$ cat config.mk
export PLATFORM = sky130hd
export DESIGN_NAME = banked_regfile
export DESIGN_NICKNAME = d
export VERILOG_FILES = /design/src/rtl/rf_pkg.sv /design/src/rtl/rf_bank_map.sv /design/src/rtl/rf_gpr_store.sv /design/src/rtl/rf_psr_unit.sv /design/src/rtl/banked_regfile.sv
export SDC_FILE = /design/constraint.sdc
export NUM_CORES = 2
export LEC_CHECK = 0
export BUFFER_PORTS_ARGS = -buffer_cell sky130_fd_sc_hd__buf_2
export CORE_MARGIN = 3
export CORE_UTILIZATION = 30
export CTS_BUF_LIST = sky130_fd_sc_hd__clkbuf_4 sky130_fd_sc_hd__clkbuf_8 sky130_fd_sc_hd__clkbuf_16
export DETAILED_ROUTE_END_ITERATION = 10
export GPL_ROUTABILITY_DRIVEN = 0
export PLACE_DENSITY = 0.47
export RECOVER_POWER = 100
export SYNTH_ARGS = -nofsm -noshare
export SYNTH_HDL_FRONTEND = slang
export SYNTH_SLANG_ARGS = --single-unit
$ cat constraint.sdc
create_clock -name clk -period 7.4 [get_ports clk]
set_clock_uncertainty 0.05 [all_clocks]
set_input_delay 1.48 -clock clk [delete_from_list [all_inputs] [get_ports clk]]
set_output_delay 1.48 -clock clk [all_outputs]
set_load 0.1 [all_outputs]
$ cat src/rtl/rf_pkg.sv
package rf_pkg;
  localparam int XLEN   = 32;
  localparam int NPHYS  = 31;
  localparam int NSAVED = 5;
  localparam int PW     = $clog2(NPHYS);
  localparam int SW     = $clog2(NSAVED);

  localparam logic [4:0] M_USR = 5'b10000;
  localparam logic [4:0] M_FIQ = 5'b10001;
  localparam logic [4:0] M_IRQ = 5'b10010;
  localparam logic [4:0] M_SVC = 5'b10011;
  localparam logic [4:0] M_ABT = 5'b10111;
  localparam logic [4:0] M_UND = 5'b11011;

  localparam logic [31:0] PSR_KEEP  = 32'hF000_00FF;
  localparam logic [31:0] PSR_RESET = 32'h0000_00D3;

  // physical slot bases for the banked groups
  localparam logic [PW-1:0] B_FIQ = PW'(16);
  localparam logic [PW-1:0] B_IRQ = PW'(23);
  localparam logic [PW-1:0] B_SVC = PW'(25);
  localparam logic [PW-1:0] B_ABT = PW'(27);
  localparam logic [PW-1:0] B_UND = PW'(29);

  function automatic logic [PW-1:0] gpr_phys(input logic [4:0] m, input logic [3:0] r);
    logic [PW-1:0] p;
    logic hi;
    p  = PW'(r);
    hi = (r == 4'd14);
    if (m == M_FIQ && r >= 4'd8 && r <= 4'd14) begin
      p = B_FIQ + PW'(r - 4'd8);
    end else if (r == 4'd13 || r == 4'd14) begin
      case (m)
        M_IRQ:   p = B_IRQ + PW'(hi);
        M_SVC:   p = B_SVC + PW'(hi);
        M_ABT:   p = B_ABT + PW'(hi);
        M_UND:   p = B_UND + PW'(hi);
        default: p = PW'(r);
      endcase
    end
    return p;
  endfunction

  // {valid, slot}
  function automatic logic [SW:0] saved_slot(input logic [4:0] m);
    case (m)
      M_FIQ:   return {1'b1, SW'(0)};
      M_IRQ:   return {1'b1, SW'(1)};
      M_SVC:   return {1'b1, SW'(2)};
      M_ABT:   return {1'b1, SW'(3)};
      M_UND:   return {1'b1, SW'(4)};
      default: return {1'b0, SW'(0)};
    endcase
  endfunction
endpackage

$ cat src/rtl/rf_bank_map.sv
module rf_bank_map
  import rf_pkg::*;
(
  input  logic [4:0]    mode,
  input  logic [3:0]    idx,
  output logic [PW-1:0] phys
);
  always_comb phys = gpr_phys(mode, idx);
endmodule

$ cat src/rtl/rf_gpr_store.sv
module rf_gpr_store
  import rf_pkg::*;
#(
  parameter int DW = XLEN,
  parameter int NP = NPHYS,
  parameter int PC_SLOT = 15
) (
  input  logic               clk,
  input  logic               rst_n,
  input  logic [$clog2(NP)-1:0] ra_phys,
  input  logic [$clog2(NP)-1:0] rb_phys,
  output logic [DW-1:0]      ra_data,
  output logic [DW-1:0]      rb_data,
  input  logic               wr_en,
  input  logic [$clog2(NP)-1:0] wr_phys,
  input  logic [DW-1:0]      wr_data,
  input  logic               pc_wr_en,
  input  logic [DW-1:0]      pc_wr_data,
  output logic [DW-1:0]      pc_q
);
  logic [DW-1:0] regs [NP];
  logic          pc_port_wins;

  assign pc_port_wins = pc_wr_en && wr_en && (wr_phys == ($clog2(NP))'(PC_SLOT));

  always_ff @(posedge clk) begin
    if (!rst_n) begin
      for (int i = 0; i < NP; i++) regs[i] <= '0;
    end else begin
      for (int i = 0; i < NP; i++) begin
        if (pc_wr_en && i == PC_SLOT)
          regs[i] <= pc_wr_data;
        else if (wr_en && wr_phys == ($clog2(NP))'(i))
          regs[i] <= wr_data;
      end
    end
  end

  assign ra_data = regs[ra_phys];
  assign rb_data = regs[rb_phys];
  assign pc_q    = regs[PC_SLOT];


  pc_load_chk: assert property (@(posedge clk) disable iff (!rst_n)
    pc_wr_en |=> pc_q == $past(pc_wr_data));

  pc_prio_chk: assert property (@(posedge clk) disable iff (!rst_n)
    pc_port_wins |=> pc_q != $past(wr_data) || $past(wr_data) == $past(pc_wr_data));
endmodule

$ cat src/rtl/rf_psr_unit.sv
module rf_psr_unit
  import rf_pkg::*;
#(
  parameter int DW = XLEN,
  parameter int NS = NSAVED
) (
  input  logic          clk,
  input  logic          rst_n,
  input  logic          cpsr_wr_en,
  input  logic [DW-1:0] cpsr_wr_data,
  output logic [DW-1:0] cpsr_q,
  input  logic          spsr_wr_en,
  input  logic [DW-1:0] spsr_wr_data,
  output logic [DW-1:0] spsr_rd,
  output logic [4:0]    mode
);
  localparam logic [DW-1:0] KEEP = DW'(PSR_KEEP);

  logic [NS-1:0][DW-1:0] spsr_q;
  logic [SW:0]           sel;
  logic                  sel_ok;
  logic [SW-1:0]         sel_slot;
  logic                  spsr_wr_hit;
  logic                  spsr_wr_drop;

  assign mode         = cpsr_q[4:0];
  assign sel          = saved_slot(mode);
  assign sel_ok       = sel[SW];
  assign sel_slot     = sel[SW-1:0];
  assign spsr_wr_hit  = spsr_wr_en && sel_ok;
  assign spsr_wr_drop = spsr_wr_en && !sel_ok;

  always_ff @(posedge clk) begin
    if (!rst_n)          cpsr_q <= DW'(PSR_RESET);
    else if (cpsr_wr_en) cpsr_q <= cpsr_wr_data & KEEP;
  end

  always_ff @(posedge clk) begin
    if (!rst_n)           spsr_q <= '0;
    else if (spsr_wr_hit) spsr_q[sel_slot] <= spsr_wr_data & KEEP;
  end

  assign spsr_rd = sel_ok ? spsr_q[sel_slot] : '0;


  cpsr_hold_chk: assert property (@(posedge clk) disable iff (!rst_n)
    !cpsr_wr_en |=> $stable(cpsr_q));

  cpsr_resv_chk: assert property (@(posedge clk) disable iff (!rst_n)
    (cpsr_q & ~KEEP) == '0);

  spsr_drop_chk: assert property (@(posedge clk) disable iff (!rst_n)
    spsr_wr_drop |=> $stable(spsr_q));
endmodule

$ cat src/rtl/banked_regfile.sv
module banked_regfile
  import rf_pkg::*;
(
  input  logic        clk,
  input  logic        rst_n,
  input  logic [3:0]  rd_a_idx,
  output logic [31:0] rd_a_data,
  input  logic [3:0]  rd_b_idx,
  output logic [31:0] rd_b_data,
  input  logic        wr_en,
  input  logic [3:0]  wr_idx,
  input  logic [31:0] wr_data,
  input  logic        pc_wr_en,
  input  logic [31:0] pc_wr_data,
  output logic [31:0] pc_out,
  input  logic        cpsr_wr_en,
  input  logic [31:0] cpsr_wr_data,
  output logic [31:0] cpsr_out,
  input  logic        spsr_wr_en,
  input  logic [31:0] spsr_wr_data,
  output logic [31:0] spsr_out
);
  localparam int NPORT = 3; // 0: read A, 1: read B, 2: write

  logic [4:0]    mode;
  logic [3:0]    idx_v  [NPORT];
  logic [PW-1:0] phys_v [NPORT];

  assign idx_v[0] = rd_a_idx;
  assign idx_v[1] = rd_b_idx;
  assign idx_v[2] = wr_idx;

  for (genvar g = 0; g < NPORT; g++) begin : g_map
    rf_bank_map u_map (.mode(mode), .idx(idx_v[g]), .phys(phys_v[g]));
  end

  rf_psr_unit #(.DW(XLEN), .NS(NSAVED)) u_psr (
    .clk(clk), .rst_n(rst_n),
    .cpsr_wr_en(cpsr_wr_en), .cpsr_wr_data(cpsr_wr_data), .cpsr_q(cpsr_out),
    .spsr_wr_en(spsr_wr_en), .spsr_wr_data(spsr_wr_data), .spsr_rd(spsr_out),
    .mode(mode)
  );

  rf_gpr_store #(.DW(XLEN), .NP(NPHYS), .PC_SLOT(15)) u_gpr (
    .clk(clk), .rst_n(rst_n),
    .ra_phys(phys_v[0]), .rb_phys(phys_v[1]),
    .ra_data(rd_a_data), .rb_data(rd_b_data),
    .wr_en(wr_en), .wr_phys(phys_v[2]), .wr_data(wr_data),
    .pc_wr_en(pc_wr_en), .pc_wr_data(pc_wr_data), .pc_q(pc_out)
  );


  same_idx_chk: assert property (@(posedge clk) disable iff (!rst_n)
    (rd_a_idx == rd_b_idx) |-> (rd_a_data == rd_b_data));

  pc_read_chk: assert property (@(posedge clk) disable iff (!rst_n)
    (rd_a_idx == 4'd15) |-> (rd_a_data == pc_out));
endmodule

==> metrics.csv <==
metric,value,unit
post-cts gate resize count,0,
worst min-delay path class,flop to flop,
Syn Inst Count,5670,
FMAX,0.1374,GHz
Total Routing Usage GR,0.2350,
Detailed Route Iter0 Violations,5228,
largest cells by area after synthesis,"edfxtp_1 (53%), nand2_1 (7.2%), mux2i_1 (7.0%)",
die height,438.1,um
post-synthesis sequential area ratio,0.5575,
Crit path largest cell delay,0.78,ns
worst reg2reg path depth,9,
crit end category,output pin,
top post-synthesis cells by count,"nand2_1 (1078), edfxtp_1 (992), nor2_1 (793)",
crit-path cells,buf_4 > nor2b_1 > and3_1 > a2111o_1 > and2_4 > buf_12 > mux2i_1 > o32ai_1 > nor4_1 > buf_12,
unrepaired setup endpoints after global routing,no,
global-route wire length before repair,327300,um
CTS root buf,clkbuf_16,
number of synthesized flops with an enable pin,992,
max_cap viols,14,
row cnt,157,
largest net degree at the start of global routing,199,
worst path required time,5.87,ns
CTS Sinks,1064,
Tmin final,7.277,ns
part of the cycle the worst path needs,0.9834,
core area,184300,um^2
vias,46740,
async set-reset flop share out of synthesis,0,
Post-Route WL,232100,um
Main synth FF type,edfxtp_1,
crit start category,flop,
Post-CTS Setup Inserts,0,
total number of yosys warnings,0,
CP max FO,55,
Fillers,18550,
final setup TNS,0,ns
vias in the first global route,45280,
Ports,306,
die area,192000,um^2
Worst Path Buf+Inv,3,
first-pass detailed-route iteration total,8,
# nets final,5948,
hold_ws,0.4166,ns
Starting Density,0.3040,
CTS tree,yes,
total global routing overflow,0,
worst skew pair latency,0.77,ns
Port Buffers,225,
Final Max Slew Viols,487,
area delta synth->final,17.06,%
status,finished with violations,
VDD IR max,0.2229,mV
Unique masters post-synth,73,
failing checks,"capacitance limit, slew limit",
P_leak,24.68,nW
final hold vios,0,
most common cell in the netlist,nand2_1,
Synth Register Bits,1064,
Setup Viol. Count Final,0,
CP most frequent cell,buf_12,
"Cell Area, Synth",56020,um^2
critical path depth,10,
DRC,0,
die width,438.1,um
crit path kind,flop to output pin,
DR vias/cell,5.582,
clk slew on worst S/H paths,0.06,ns
CTS Buffer Depth,3,
Rel. slew slack,-1.780,
DP Wirelength,145400,um
Worst-Margin Slew,4.170,ns
hold_buf cts,0,
H-tree levels,4,
Final ANT Viol Nets,0,
CP top delay family,simple AND/OR/NAND/NOR gates,
WL per Instance,27.72,um
critical path arrival,5.75,ns
clock buffer count from CTS,131,
cell taking the most area after synthesis,edfxtp_1,
cell area power density,255.4,nW/um^2
worst hold path cell count,2,
Worst path slowest cell,nor4_1,
antenna violations before repair,13,
Yosys top cell area share,0.5317,
proportion of layout cells with a drive suffix above 1,0.1200,
syn_area_per_cell,9.880,um^2
[worst paths after layout]
kind | slack [ns] | end | start
setup / recovery | 0.12 | rd_b_data[29] | u_psr.cpsr_q[0]$_SDFFE_PN1P_
hold / removal | 0.42 | u_psr.spsr_q[158]$_SDFFE_PN0P_ | u_psr.spsr_q[158]$_SDFFE_PN0P_
setup reg to reg | 1.75 | u_gpr.regs[3][1]$_SDFFCE_PN0P_ | u_psr.cpsr_q[0]$_SDFFE_PN1P_
hold reg to reg | 0.42 | u_psr.spsr_q[158]$_SDFFE_PN0P_ | u_psr.spsr_q[158]$_SDFFE_PN0P_
[state kept, by name, summed over array words and instances, names as in the netlist]
signal	count
u_gpr.regs	992
u_psr.spsr_q	60
u_psr.cpsr_q	12
[stage by stage]
| stage | utilization | power, mW | area (um^2) | setup slack, ns | instances |
|---|---|---|---|---|---|
| 2_1_floorplan | - | 9.212 | 56260 | 0.06707 | 5709 |
| 3_3_place_gp | 0.3366 | 10.62 | 62030 | 0.6717 | 8133 |
| 3_5_place_dp | 0.3366 | 10.65 | 62030 | 0.6744 | 8133 |
| 4_1_cts | 0.3590 | 16.93 | 66150 | 0.1208 | 8365 |
| 5_1_grt | 0.3558 | 17.29 | 65570 | 0.04095 | 8370 |
| 6_report | 0.3559 | 16.75 | 65580 | 0.1227 | 8374 |
[metal layers]
| layer | part of all wire | wire [um] | global-route usage |
|---|---|---|---|
| met5 | 0.000056 | 13 | 0 |
| met4 | 0.063 | 14720 | 0.1364 |
| met3 | 0.075 | 17350 | 0.03898 |
| met2 | 0.47 | 108900 | 0.3832 |
| met1 | 0.39 | 91180 | 0.2940 |
[logic make-up (layout without fill, tap and decap cells)]
group,after synthesis,in the layout,share of synthesized area
and+or+nand+nor,2549,2549,0.1939
DFF,1064,1064,0.5575
AOI/OAI and AO/OA,995,995,0.1200
buffers and inverters,612,804,0.04670
muxes,446,446,0.08137
xor gates and xnor gates,3,3,0.0004691
other,1,49,0.00006694
[power breakdown]
group          internal [mW]  leakage, nW  switching (mW)
clock                   3.62         2.06            2.66
sequential              6.92         10.8           0.167
combinational          0.908         11.8            2.47
total                   11.5         24.7            5.30
[final cells by class]
class | count | area [um^2] | share of cell area
clock buffer | 166 | 3641 | 0.05552
timing repair buffer | 507 | 4205 | 0.06413
multi-input combinational | 4033 | 22670 | 0.3457
clock inverter | 66 | 478.0 | 0.007289
antenna | 9 | 22.52 | 0.0003434
inverter | 65 | 244.0 | 0.003721
tap | 2464 | 3083 | 0.04701
sequential | 1064 | 31230 | 0.4762
[worst min-delay path, stage by stage, from the launching register on]
cell	delay, ns
dfxtp_1	0.31
nand2_1	0.05
a21boi_0	0.06
[cell usage in the layout, fill, tap and decap left out, types with 32 or more instances in the layout]
cell type  count
and3_1        42
buf_2        102
buf_12        91
a211oi_1      80
a22o_1        32
inv_1         63
a31oi_1       55
clkbuf_16    136
a21oi_1      274
nor2_1       790
mux2i_1      390
nor2b_1       34
a311oi_1      43
nand3_1      424
buf_4        162
clkbuf_2      41
o211ai_1     124
o21ai_0       99
nand2_1     1069
dfxtp_1       72
o22ai_1       71
a21boi_0      36
nor3_1        45
edfxtp_1     992
clkbuf_1     106
conb_1        40
Note: power is estimated with default switching activity, not from simulation.
